### src/rtl/rtaddr_pkg.sv
package rtaddr_pkg;
    typedef enum logic [0:0] {
        ST_TRACK = 1'b0,
        ST_HOLD  = 1'b1
    } cap_state_t;

    typedef struct packed {
        logic enh;   // reg 3 bit 15
        logic lat5;  // reg 4 bit 3
        logic src;   // reg 6 bit 5: 1 = host data bus
    } cfg_t;

    localparam int REG_ENH   = 3;
    localparam int REG_LAT5  = 4;
    localparam int REG_CAP   = 5;
    localparam int REG_SRC   = 6;
    localparam int BIT_ENH   = 15;
    localparam int BIT_LAT5  = 3;
    localparam int BIT_SRC   = 5;
endpackage

### src/rtl/rtaddr_sync.sv
module rtaddr_sync #(
    parameter int STAGES = 2
) (
    input  logic clk,
    input  logic rst_n,
    input  logic d,
    output logic q
);
    logic [STAGES-1:0] chain;

    generate
        for (genvar i = 0; i < STAGES; i++) begin : g_stage
            always_ff @(posedge clk or negedge rst_n) begin
                if (!rst_n) chain[i] <= 1'b0;
                else if (i == 0) chain[i] <= d;
                else chain[i] <= chain[(i == 0) ? 0 : i-1];
            end
        end
    endgenerate

    assign q = chain[STAGES-1];
endmodule

### src/rtl/rtaddr_cfg_regs.sv
module rtaddr_cfg_regs
    import rtaddr_pkg::*;
#(
    parameter int DATA_W = 16,
    parameter int SEL_W  = 3
) (
    input  logic              clk,
    input  logic              rst_n,
    input  logic              wr_en,
    input  logic [SEL_W-1:0]  wr_sel,
    input  logic [DATA_W-1:0] wr_data,
    output cfg_t              cfg,
    output logic              cap_req
);
    always_ff @(posedge clk or negedge rst_n) begin
        if (!rst_n) begin
            cfg <= '0;
        end else if (wr_en) begin
            if (wr_sel == SEL_W'(REG_ENH))  cfg.enh  <= wr_data[BIT_ENH];
            if (wr_sel == SEL_W'(REG_LAT5)) cfg.lat5 <= wr_data[BIT_LAT5];
            if (wr_sel == SEL_W'(REG_SRC))  cfg.src  <= wr_data[BIT_SRC];
        end
    end

    // capture request uses enable bits as they stood before this write
    assign cap_req = wr_en && (wr_sel == SEL_W'(REG_CAP)) && cfg.enh && cfg.lat5;
endmodule

### src/rtl/rtaddr_capture_fsm.sv
module rtaddr_capture_fsm
    import rtaddr_pkg::*;
#(
    parameter int ADDR_W = 5,
    parameter int DATA_W = 16
) (
    input  logic              clk,
    input  logic              rst_n,
    input  logic              lat_s,
    input  logic              src_host,
    input  logic              cap_req,
    input  logic [ADDR_W-1:0] strap_addr,
    input  logic              strap_par,
    input  logic [DATA_W-1:0] wr_data,
    output cap_state_t        state,
    output logic [ADDR_W:0]   stored
);
    cap_state_t       nxt;
    logic             load;
    logic [ADDR_W:0]  load_val;

    always_ff @(posedge clk or negedge rst_n) begin
        if (!rst_n) state <= ST_TRACK;
        else        state <= nxt;
    end

    always_comb begin
        nxt      = state;
        load     = 1'b0;
        load_val = {strap_addr, strap_par};
        unique case (state)
            ST_TRACK: begin
                load = !src_host;
                nxt  = lat_s ? ST_HOLD : ST_TRACK;
            end
            ST_HOLD: begin
                load = cap_req;
                if (src_host) load_val = wr_data[ADDR_W:0];
                nxt  = lat_s ? ST_HOLD : ST_TRACK;
            end
        endcase
    end

    always_ff @(posedge clk or negedge rst_n) begin
        if (!rst_n)    stored <= '0;
        else if (load) stored <= load_val;
    end
endmodule

### src/rtl/rtaddr_cmd_check.sv
module rtaddr_cmd_check #(
    parameter int ADDR_W = 5
) (
    input  logic [ADDR_W-1:0] cmd_addr,
    input  logic [ADDR_W-1:0] term_addr,
    input  logic              term_par,
    output logic              addr_ok,
    output logic              cmd_accept
);
    localparam logic [ADDR_W-1:0] BCAST = '1;

    always_comb begin
        addr_ok    = ^{term_addr, term_par};
        cmd_accept = (cmd_addr == BCAST) || ((cmd_addr == term_addr) && addr_ok);
    end
endmodule

### src/rtl/rtaddr_latch_unit.sv
module rtaddr_latch_unit
    import rtaddr_pkg::*;
#(
    parameter int ADDR_W      = 5,
    parameter int DATA_W      = 16,
    parameter int SEL_W       = 3,
    parameter int SYNC_STAGES = 2
) (
    input  logic              clk,
    input  logic              rst_n,
    input  logic [ADDR_W-1:0] strap_addr,
    input  logic              strap_par,
    input  logic              latch_pin,
    input  logic              wr_en,
    input  logic [SEL_W-1:0]  wr_sel,
    input  logic [DATA_W-1:0] wr_data,
    input  logic [ADDR_W-1:0] cmd_addr,
    output logic [ADDR_W-1:0] term_addr,
    output logic              term_par,
    output logic              addr_ok,
    output logic              cmd_accept
);
    logic            lat_s;
    cfg_t            cfg;
    logic            cap_req;
    cap_state_t      cap_state;
    logic [ADDR_W:0] stored;

    rtaddr_sync #(.STAGES(SYNC_STAGES)) u_sync (
        .clk(clk), .rst_n(rst_n), .d(latch_pin), .q(lat_s)
    );

    rtaddr_cfg_regs #(.DATA_W(DATA_W), .SEL_W(SEL_W)) u_cfg (
        .clk(clk), .rst_n(rst_n), .wr_en(wr_en), .wr_sel(wr_sel),
        .wr_data(wr_data), .cfg(cfg), .cap_req(cap_req)
    );

    rtaddr_capture_fsm #(.ADDR_W(ADDR_W), .DATA_W(DATA_W)) u_cap (
        .clk(clk), .rst_n(rst_n), .lat_s(lat_s), .src_host(cfg.src),
        .cap_req(cap_req), .strap_addr(strap_addr), .strap_par(strap_par),
        .wr_data(wr_data), .state(cap_state), .stored(stored)
    );

    assign term_addr = stored[ADDR_W:1];
    assign term_par  = stored[0];

    rtaddr_cmd_check #(.ADDR_W(ADDR_W)) u_chk (
        .cmd_addr(cmd_addr), .term_addr(term_addr), .term_par(term_par),
        .addr_ok(addr_ok), .cmd_accept(cmd_accept)
    );
endmodule

### config.mk
export PLATFORM = sky130hd
export DESIGN_NAME = rtaddr_latch_unit
export DESIGN_NICKNAME = d
export VERILOG_FILES = /design/src/rtl/rtaddr_pkg.sv /design/src/rtl/rtaddr_sync.sv /design/src/rtl/rtaddr_cfg_regs.sv /design/src/rtl/rtaddr_capture_fsm.sv /design/src/rtl/rtaddr_cmd_check.sv /design/src/rtl/rtaddr_latch_unit.sv
export SDC_FILE = /design/constraint.sdc
export NUM_CORES = 1
export LEC_CHECK = 0
export BUFFER_PORTS_ARGS = -buffer_cell sky130_fd_sc_hd__buf_2
export CAP_MARGIN = 10
export CORE_MARGIN = 2
export CORE_UTILIZATION = 44
export DETAILED_ROUTE_END_ITERATION = 8
export PLACE_DENSITY_LB_ADDON = 0.3
export SYNTH_ARGS = -nofsm -noshare
export SYNTH_HDL_FRONTEND = slang
export SYNTH_SLANG_ARGS = --single-unit
### constraint.sdc
create_clock -name clk -period 3.3 [get_ports clk]
set_input_delay 0.33 -clock clk [delete_from_list [all_inputs] [get_ports clk]]
set_output_delay 0.33 -clock clk [all_outputs]
set_load 0.02 [all_outputs]
==> results.toml, run 1 <==
[run_status]
outcome = "finished, final reports clean"

[clock_tree]
clkTransAtPathRegs_ns = 0.07
cts_tree = "built"
clkLatencyLatePin_ns = 0.26
root_buffer = "clkbuf_4"
cts-resized-gates = 0
cts_made_buffers = 3
clk_path_buf_depth = 2
cts_max_level = 1
clock_sinks = 12

[grt]
grt.overflow.total = 0
grt_pass1_wl_um = 2190
antenna_found_initial = 0
track_usage_pct = 16.3
grt_pass1_vias = 537
grt_max_degree = 13

[sta]
maxSlewViolCount = 0
period_share_pct = 58.1
max_freq_mhz = 522
setup_viol = 0
fin_crit_ns = 1.92
worst_slew_pin_slew_ns = 0.548
hold_violations = 0
grt_setup_unrepaired = "no"
setup_ws_ns = 1.38
tns_ns = 0
maxSlewHeadroom_pct = 63.4
skew_ns = 0.00704

[pwr]
switching_power_uw = 220
pwr-share-seq_pct = 37.8
clkPwrFrac_pct = 15.0
leakage_uw = 0.000438
internal_power_uw = 350
p_comb_share_pct = 47.1
power_density_nw_per_um2 = 653
switching_share_pct = 38.6
ir_worst_vdd_mv = 0.321

[logic_synthesis]
synth_nets = 91
synth_area_leaders = "dfrtp_1 (45%), mux2i_1 (9.0%), xnor2_1 (6.5%)"
synthesis.instances = 57
ys_seq_area_share_pct = 44.8
ys_warn_count = 0
synth.avg_cell_area_um2 = 11.8
synth_top_area_cell = "dfrtp_1"
ys_ff_latch = 12
synthDominantCellAreaShare_pct = 44.8
ys_types = 18
syn-cell-area_um2 = 671

[setup_path]
worstPathRequired_ns = 2.97
rrSetupSlack_ns = 1.98
crit_path_max_fanout = 3
path_cells = "xnor2_1 > xnor3_1 > nand4_1 > o21ai_0 > buf_2"
cpPeakStageDelay_ns = 0.42
cp.arrival_ns = 1.59
path_class = "flip-flop to output pin"
crit_path_top_delay_cell = "xnor3_1"
endpoint_kind = "output pin"
cp-start-kind = "flip-flop"

[cells_and_area]
final_cell_area_um2 = 872
stdcell_count = 108
n_fill_cell = 128
drive_gt1_share_pct = 47.8
antenna_cells = 0
area_growth_pct = 30.0
nets = 128
utilization_pct = 59.3

[placed_design]
dp_cells = 104
place_area_um2 = 840
dp_hpwl_um = 1080
place_congestion = 0.671
portBuffers = 32
pre_cts_ws_ns = 1.65

[detailed_routing]
drcViolationCount = 0
routed_wl_um = 1280
post_drt_wl_per_cell_um = 11.9
vias = 538
dr.pass1.iters = 5
ant_nets = 0
vias_per_cell = 4.98
first_iter_violations = 8

[die]
start_util_pct = 45.6
die_h_um = 43.0
rows = 14
core_area_um2 = 1470
die_w_um = 43.0
boundaryPins = 42
dieArea_um2 = 1850

[run]
maxCapViolCount = 0

[min_path]
worstHoldPathType = "input pin to flip-flop"
worst max-delay path, delay by kind of cell (launching register included):
family                 cells  cell delay (ns)
flip-flops                 1             0.41
AND/OR/NAND/NOR            1             0.08
XOR/XNOR                   2             0.58
AO/OA/AOI/OAI              1             0.08
buffers and inverters      1             0.16
cell usage in the layout, fill, tap and decap left out:
master,count
mux2i_1,6
o21ai_0,1
nor2_1,7
xnor3_1,1
nand4_1,1
nand2_1,5
o32ai_4,1
dlygate4sd3_1,1
nor3_1,2
clkbuf_4,3
nand3_1,1
buf_2,32
nand3b_4,1
a21oi_2,4
dfrtp_1,12
nand4b_1,1
mux2_2,3
xnor2_1,5
a21oi_1,2
xor2_1,3
stage by stage:
stage | hold WS, ns | power, uW
floorplan | 0.0344 | 410
global placement | 0.222 | 482
detailed placement | 0.221 | 491
CTS | 0.165 | 578
global route | 0.159 | 606
finish | 0.177 | 570
layout make-up:
cell class,instances,area (um^2),area share (%)
tap,16,20.0,2.30
clock buffer,3,22.5,2.58
multi-input combinational,44,359,41.2
sequential,12,300,34.4
timing repair buffer,33,170,19.5
final timing paths:
path	startpoint	to	cells after the start
max	u_cap.stored[0]$_DFFE_PN0P_	cmd_accept	5
min	latch_pin	u_sync.chain[0]$_DFF_PN0_	1
max reg2reg	u_cap.state$_DFF_PN0_	u_cap.stored[3]$_DFFE_PN0P_	4
min reg2reg	u_sync.chain[0]$_DFF_PN0_	u_sync.q$_DFF_PN0_	0
max in group asynchronous	rst_n	u_cfg.cfg[2]$_DFFE_PN0P_	2
min in group asynchronous	rst_n	u_sync.q$_DFF_PN0_	2
per-layer routing:
layer / share of wire (%) / track usage [%] / vias to the layer above
met5: 0 / 0 / -
met4: 1.2 / 9.09 / 0
met3: 6.2 / 2.98 / 2
met2: 50 / 27.3 / 16
met1: 42 / 19.5 / 248
li1: - / - / 272
Yosys cell counts:
library cell and number:
a21oi_1 2, a21oi_2 4, buf_6 1, dfrtp_1 12, mux2_2 3, mux2i_1 6
nand2_1 5, nand3_1 1, nand3b_4 1, nand4_1 1, nand4b_1 1, nor2_1 7
nor3_1 2, o21ai_0 1, o32ai_4 1, xnor2_1 5, xnor3_1 1, xor2_1 3
flip-flops by register name (all words and copies together) (netlist names):
| register | cells |
|---|---|
| u_cap.stored | 6 |
| u_cfg.cfg | 3 |
| u_cap.state | 1 |
| u_sync.chain | 1 |
| u_sync.q | 1 |
power groups by stage:
stage               clock network, uW  registers, uW  logic, uW
CTS                              88.4            216        274
global placement                    0            216        266
floorplan                           0            239        171
finish                           85.7            216        269
detailed placement                  0            219        272
global route                     95.8            221        289
repair_timing:
item                                   4_1_cts  5_1_grt
setup buffers                                0        0
endpoints found under the hold margin       12        0
hold buffers                                 1        0
cell families (layout without fill, tap and decap cells):
logic type | after synthesis | in the layout | share of synthesized area, %
flops | 12 | 12 | 44.8
simple gates | 18 | 18 | 14.2
mux | 9 | 9 | 14.0
buf+inv | 1 | 36 | 1.68
compound gates | 8 | 8 | 11.6
xor+xnor | 9 | 9 | 13.8
Power figures use the tool's default switching activity.
==> run 2: changes to the inputs <==
--- a/config.mk
+++ b/config.mk
@@ -8,7 +8,7 @@
 export BUFFER_PORTS_ARGS = -buffer_cell sky130_fd_sc_hd__buf_2
 export CAP_MARGIN = 10
 export CORE_MARGIN = 2
-export CORE_UTILIZATION = 44
+export CORE_UTILIZATION = 41
 export DETAILED_ROUTE_END_ITERATION = 8
 export PLACE_DENSITY_LB_ADDON = 0.3
 export SYNTH_ARGS = -nofsm -noshare
==> constraint.sdc (replaced) <==
create_clock -name clk -period 1.8 [get_ports clk]
set_input_delay 0.18 -clock clk [delete_from_list [all_inputs] [get_ports clk]]
set_output_delay 0.18 -clock clk [all_outputs]
set_load 0.02 [all_outputs]
==> results.toml, run 2 (synthesis gave the netlist of run 1 again) <==
[setup_path]
rr_worst_depth = 4
cpPeakStageDelay_ns = 0.42
crit_path_top_delay_cell = "xnor3_1"
cp.arrival_ns = 1.56
path_delay_family = "XOR/XNOR gates"
path_cells = "xnor2_1 > xnor3_1 > nand4_1 > o21ai_1 > buf_2"
endpoint_kind = "output pin"
cp-start-kind = "flip-flop"
crit_path_max_fanout = 2
critical_path_buf_inv_count = 1
worstPathRequired_ns = 1.62
cp.depth = 5
path_class = "flip-flop to output pin"

[die]
start_util_pct = 44.0
die_h_um = 44.4
boundaryPins = 42
rows = 14
core_area_um2 = 1520
die_w_um = 44.4
dieArea_um2 = 1980

[sta]
maxSlewHeadroom_pct = 62.1
worst_slew_pin_slew_ns = 0.568
whs_ns = 0.133
fin_crit_ns = 1.74
max_freq_mhz = 575
setup_viol = 0
period_share_pct = 96.6
hold_violations = 0
maxSlewViolCount = 0
skew_ns = 0.00338
grt_setup_unrepaired = "yes"

[placed_design]
place_congestion = 0.657
dp_hpwl_um = 1000
portBuffers = 32
place_area_um2 = 840

[detailed_routing]
vias_per_cell = 5.02
vias = 562
dr.pass1.iters = 1
first_iter_violations = 0
drcViolationCount = 0
routed_wl_um = 1310
ant_nets = 0
post_drt_wl_per_cell_um = 11.7

[grt]
grt_pass1_vias = 531
antenna_found_initial = 0
grt.overflow.total = 0
grt_max_degree = 13
grt_pass1_wl_um = 2100
track_usage_pct = 15.2

[cells_and_area]
largest_reg_flops = 6
final_common_cell = "buf_2"
antenna_cells = 0
regMostFlops = "u_cap.stored"
largestRegisters = "u_cap.stored: 6 flops, u_cfg.cfg: 3 flops"
layout_common_cells = "buf_2 (32), dfrtp_1 (12), nor2_1 (7)"
n_fill_cell = 148
final_cell_area_um2 = 918
drive_gt1_share_pct = 50.0
nets = 131
area_growth_pct = 36.9

[pwr]
switching_share_pct = 37.2
p_comb_share_pct = 46.5
switching_power_uw = 422
ir_worst_vdd_mv = 0.672
p_total_uw = 1130
leakage_uw = 0.000464
pwr-share-seq_pct = 34.3
power_density_nw_per_um2 = 1230
clkPwrFrac_pct = 19.2
internal_power_uw = 713

[run]
maxCapViolCount = 0

[clock_tree]
root_buffer = "clkbuf_4"
clock_sinks = 12
clkLatencyLatePin_ns = 0.28
cts_max_level = 1
cts_tree = "built"
cts_made_buffers = 3
clkTransAtPathRegs_ns = 0.08
clk_path_buf_depth = 2

[run_status]
outcome = "finished, final reports clean"

[min_path]
hold_path_depth = 2
worstHoldPathType = "input pin to flip-flop"
==> run 2: timing repair <==
action                                 CTS  global route
pin swaps                                1             4
hold buffers                             2             0
endpoints found under the hold margin   13             0
buffers inserted                         2             0
gates resized for setup                  0             2
setup endpoints to repair                1             1
==> run 2: worst paths after layout <==
| kind | startpoint | end | slack, ns |
|---|---|---|---|
| max | u_cap.stored[3]$_DFFE_PN0P_ | cmd_accept | 0.06 |
| min in group asynchronous | rst_n | u_cfg.cfg[2]$_DFFE_PN0P_ | 0.30 |
| max in group asynchronous | rst_n | u_cap.stored[1]$_DFFE_PN0P_ | 1.29 |
| max reg2reg | u_cfg.cfg[2]$_DFFE_PN0P_ | u_cap.stored[5]$_DFFE_PN0P_ | 0.50 |
| min | wr_data[15] | u_cfg.cfg[2]$_DFFE_PN0P_ | 0.13 |
| min reg2reg | u_sync.q$_DFF_PN0_ | u_cap.state$_DFF_PN0_ | 0.35 |
==> run 2: metal layers <==
layer	track usage, %	routed length, um
met2	26.8	689
met1	16.2	526
met3	6.12	85
met4	5.45	8
met5	0	0
==> run 2: stage by stage <==
stage | setup TNS [ns] | cells | utilization [%] | worst slack (ns)
after floorplan | 0 | 57 | - | 0.132
after global placement | 0 | 104 | 55.1 | 0.326
after detailed placement | 0 | 104 | 55.1 | 0.306
after CTS | 0 | 112 | 59.8 | 0.0240
after global routing | -0.0473 | 112 | 60.3 | -0.0473
final | 0 | 112 | 60.3 | 0.0613
==> run 2: power groups by stage <==
| stage | sequential, uW | clock [uW] | combinational [uW] |
|---|---|---|---|
| floorplan | 439 | 0 | 313 |
| global placement | 398 | 0 | 486 |
| detailed placement | 399 | 0 | 493 |
| CTS | 385 | 229 | 526 |
| global route | 399 | 243 | 568 |
| finish | 389 | 217 | 528 |
==> run 2: cell type report <==
class / instances / area (um^2) / area share [%]
multi-input cells: 44 / 367 / 39.9
flip-flops and latches: 12 / 300 / 32.7
repair buffers: 36 / 195 / 21.3
clock buffers: 4 / 36.3 / 3.95
well taps: 16 / 20.0 / 2.18
==> run 2: worst reg2reg max path: stages (launching register included) <==
cell and delay, ns:
dfrtp_1 0.39, nand3b_4 0.09, o32ai_4 0.54, nor2_1 0.11, a21oi_2 0.11
==> run 3: changes to the inputs <==
--- a/config.mk
+++ b/config.mk
@@ -9,6 +9,7 @@
 export CAP_MARGIN = 10
 export CORE_MARGIN = 2
 export CORE_UTILIZATION = 41
+export CTS_BUF_LIST = sky130_fd_sc_hd__clkbuf_16
 export DETAILED_ROUTE_END_ITERATION = 8
 export PLACE_DENSITY_LB_ADDON = 0.3
 export SYNTH_ARGS = -nofsm -noshare
==> results.toml, run 3 (synthesis gave the netlist of run 1 again) <==
[clock_tree]
clkTransAtPathRegs_ns = 0.04
root_buffer = "clkbuf_16"
clock_sinks = 12
cts_tree = "built"
cts_max_level = 1
clkLatencyLatePin_ns = 0.24
clk_path_buf_depth = 2
cts_made_buffers = 3

[setup_path]
endpoint_kind = "output pin"
crit_path_max_fanout = 4
cp-start-kind = "flip-flop"
cp.arrival_ns = 1.56
rrSetupSlack_ns = 0.49
worstPathRequired_ns = 1.62
path_class = "flip-flop to output pin"

[detailed_routing]
routed_wl_um = 1340
drcViolationCount = 0
vias_per_cell = 4.89
first_iter_violations = 0
post_drt_wl_per_cell_um = 12.1
dr.pass1.iters = 1
vias = 538
ant_nets = 0

[placed_design]
dp_cells = 104
place_area_um2 = 840
dp_hpwl_um = 1000
portBuffers = 32
place_congestion = 0.657
pre_cts_ws_ns = 0.306

[cells_and_area]
largest_reg_flops = 6
regMostFlops = "u_cap.stored"
nets = 129
n_fill_cell = 144
stdcell_count = 110
final_cell_area_um2 = 937
largestRegisters = "u_cap.stored: 6 flops, u_cfg.cfg: 3 flops"
drive_gt1_share_pct = 48.9
layout_common_cells = "buf_2 (32), dfrtp_1 (11), nor2_1 (7)"
area_growth_pct = 39.7
antenna_cells = 0
final_common_cell = "buf_2"

[grt]
antenna_found_initial = 0
grt_pass1_wl_um = 2080
grt_max_degree = 13
grt_pass1_vias = 502
track_usage_pct = 15.1
grt.overflow.total = 0

[sta]
skew_ns = 0.000668
setup_viol = 0
grt_setup_unrepaired = "yes"
maxSlewHeadroom_pct = 62.3
max_freq_mhz = 574
fin_crit_ns = 1.74
maxSlewViolCount = 0
hold_violations = 0
worst_slew_pin_slew_ns = 0.565
setup_ws_ns = 0.0590
period_share_pct = 96.7

[pwr]
switching_share_pct = 33.4
p_comb_share_pct = 38.6
internal_power_uw = 868
leakage_uw = 0.000466
switching_power_uw = 435
power_density_nw_per_um2 = 1390
ir_worst_vdd_mv = 0.795
p_total_uw = 1300
clkPwrFrac_pct = 31.1
pwr-share-seq_pct = 30.3

[die]
dieArea_um2 = 1980
die_h_um = 44.4
core_area_um2 = 1520
die_w_um = 44.4
start_util_pct = 44.0
rows = 14
boundaryPins = 42

[min_path]
worstHoldPathType = "input pin to flip-flop"

[run]
maxCapViolCount = 0

[run_status]
outcome = "finished, final reports clean"
run 3: cell type report:
| class | instances | area (um^2) | area share, % |
|---|---|---|---|
| clock buffer | 3 | 75.1 | 8.01 |
| clock inverter | 1 | 3.75 | 0.401 |
| multi-input combinational | 44 | 359 | 38.3 |
| sequential | 12 | 302 | 32.2 |
| tap | 16 | 20.0 | 2.14 |
| timing repair buffer | 34 | 178 | 19.0 |
run 3: worst paths after layout:
kind | to | cells past startpoint | startpoint
max | cmd_accept | 5 | u_cap.stored[3]$_DFFE_PN0P_
min | u_sync.chain[0]$_DFF_PN0_ | 1 | latch_pin
max reg2reg | u_cap.stored[2]$_DFFE_PN0P_ | 4 | u_cfg.cfg[2]$_DFFE_PN0P_
min reg2reg | u_cap.state$_DFF_PN0_ | 0 | u_sync.q$_DFF_PN0_
max in group asynchronous | u_cap.stored[3]$_DFFE_PN0P_ | 2 | rst_n
min in group asynchronous | u_sync.chain[0]$_DFF_PN0_ | 2 | rst_n
run 3: repair_timing:
item                                    in CTS  in global routing
gates resized for setup                      0                  2
endpoints found under the hold margin       12                  0
hold buffers                                 1                  0
setup buffers                                0                  1
endpoints found under the setup margin       0                  1
run 3: critical path, cell delays in order, from the launching register on:
cell	delay (ns)
dfrtp_2	0.43
xnor2_1	0.18
xnor3_1	0.42
nand4_1	0.08
o21ai_1	0.06
buf_2	0.15
run 3: power by group through the flow:
stage	logic [uW]	registers, uW	clock network [uW]
detailed placement	493	399	0
floorplan	313	439	0
CTS	496	396	418
global placement	486	398	0
global route	543	405	432
finish	502	395	405
run 3: metal layers:
layer	GRT usage [%]	vias up	part of all wire [%]
met5	0	-	0
met4	5.45	0	1.1
met3	6.12	2	7.9
met2	26.5	21	50
met1	16.4	243	40
li1	-	272	-
run 3: stage by stage:
stage / util, % / TNS [ns] / hold slack, ns
floorplan: - / 0 / -0.116
global placement: 55.1 / 0 / 0.0678
detailed placement: 55.1 / 0 / 0.0724
CTS: 60.9 / 0 / 0.0433
global route: 61.5 / -0.0352 / 0.0443
finish: 61.5 / 0 / 0.0468
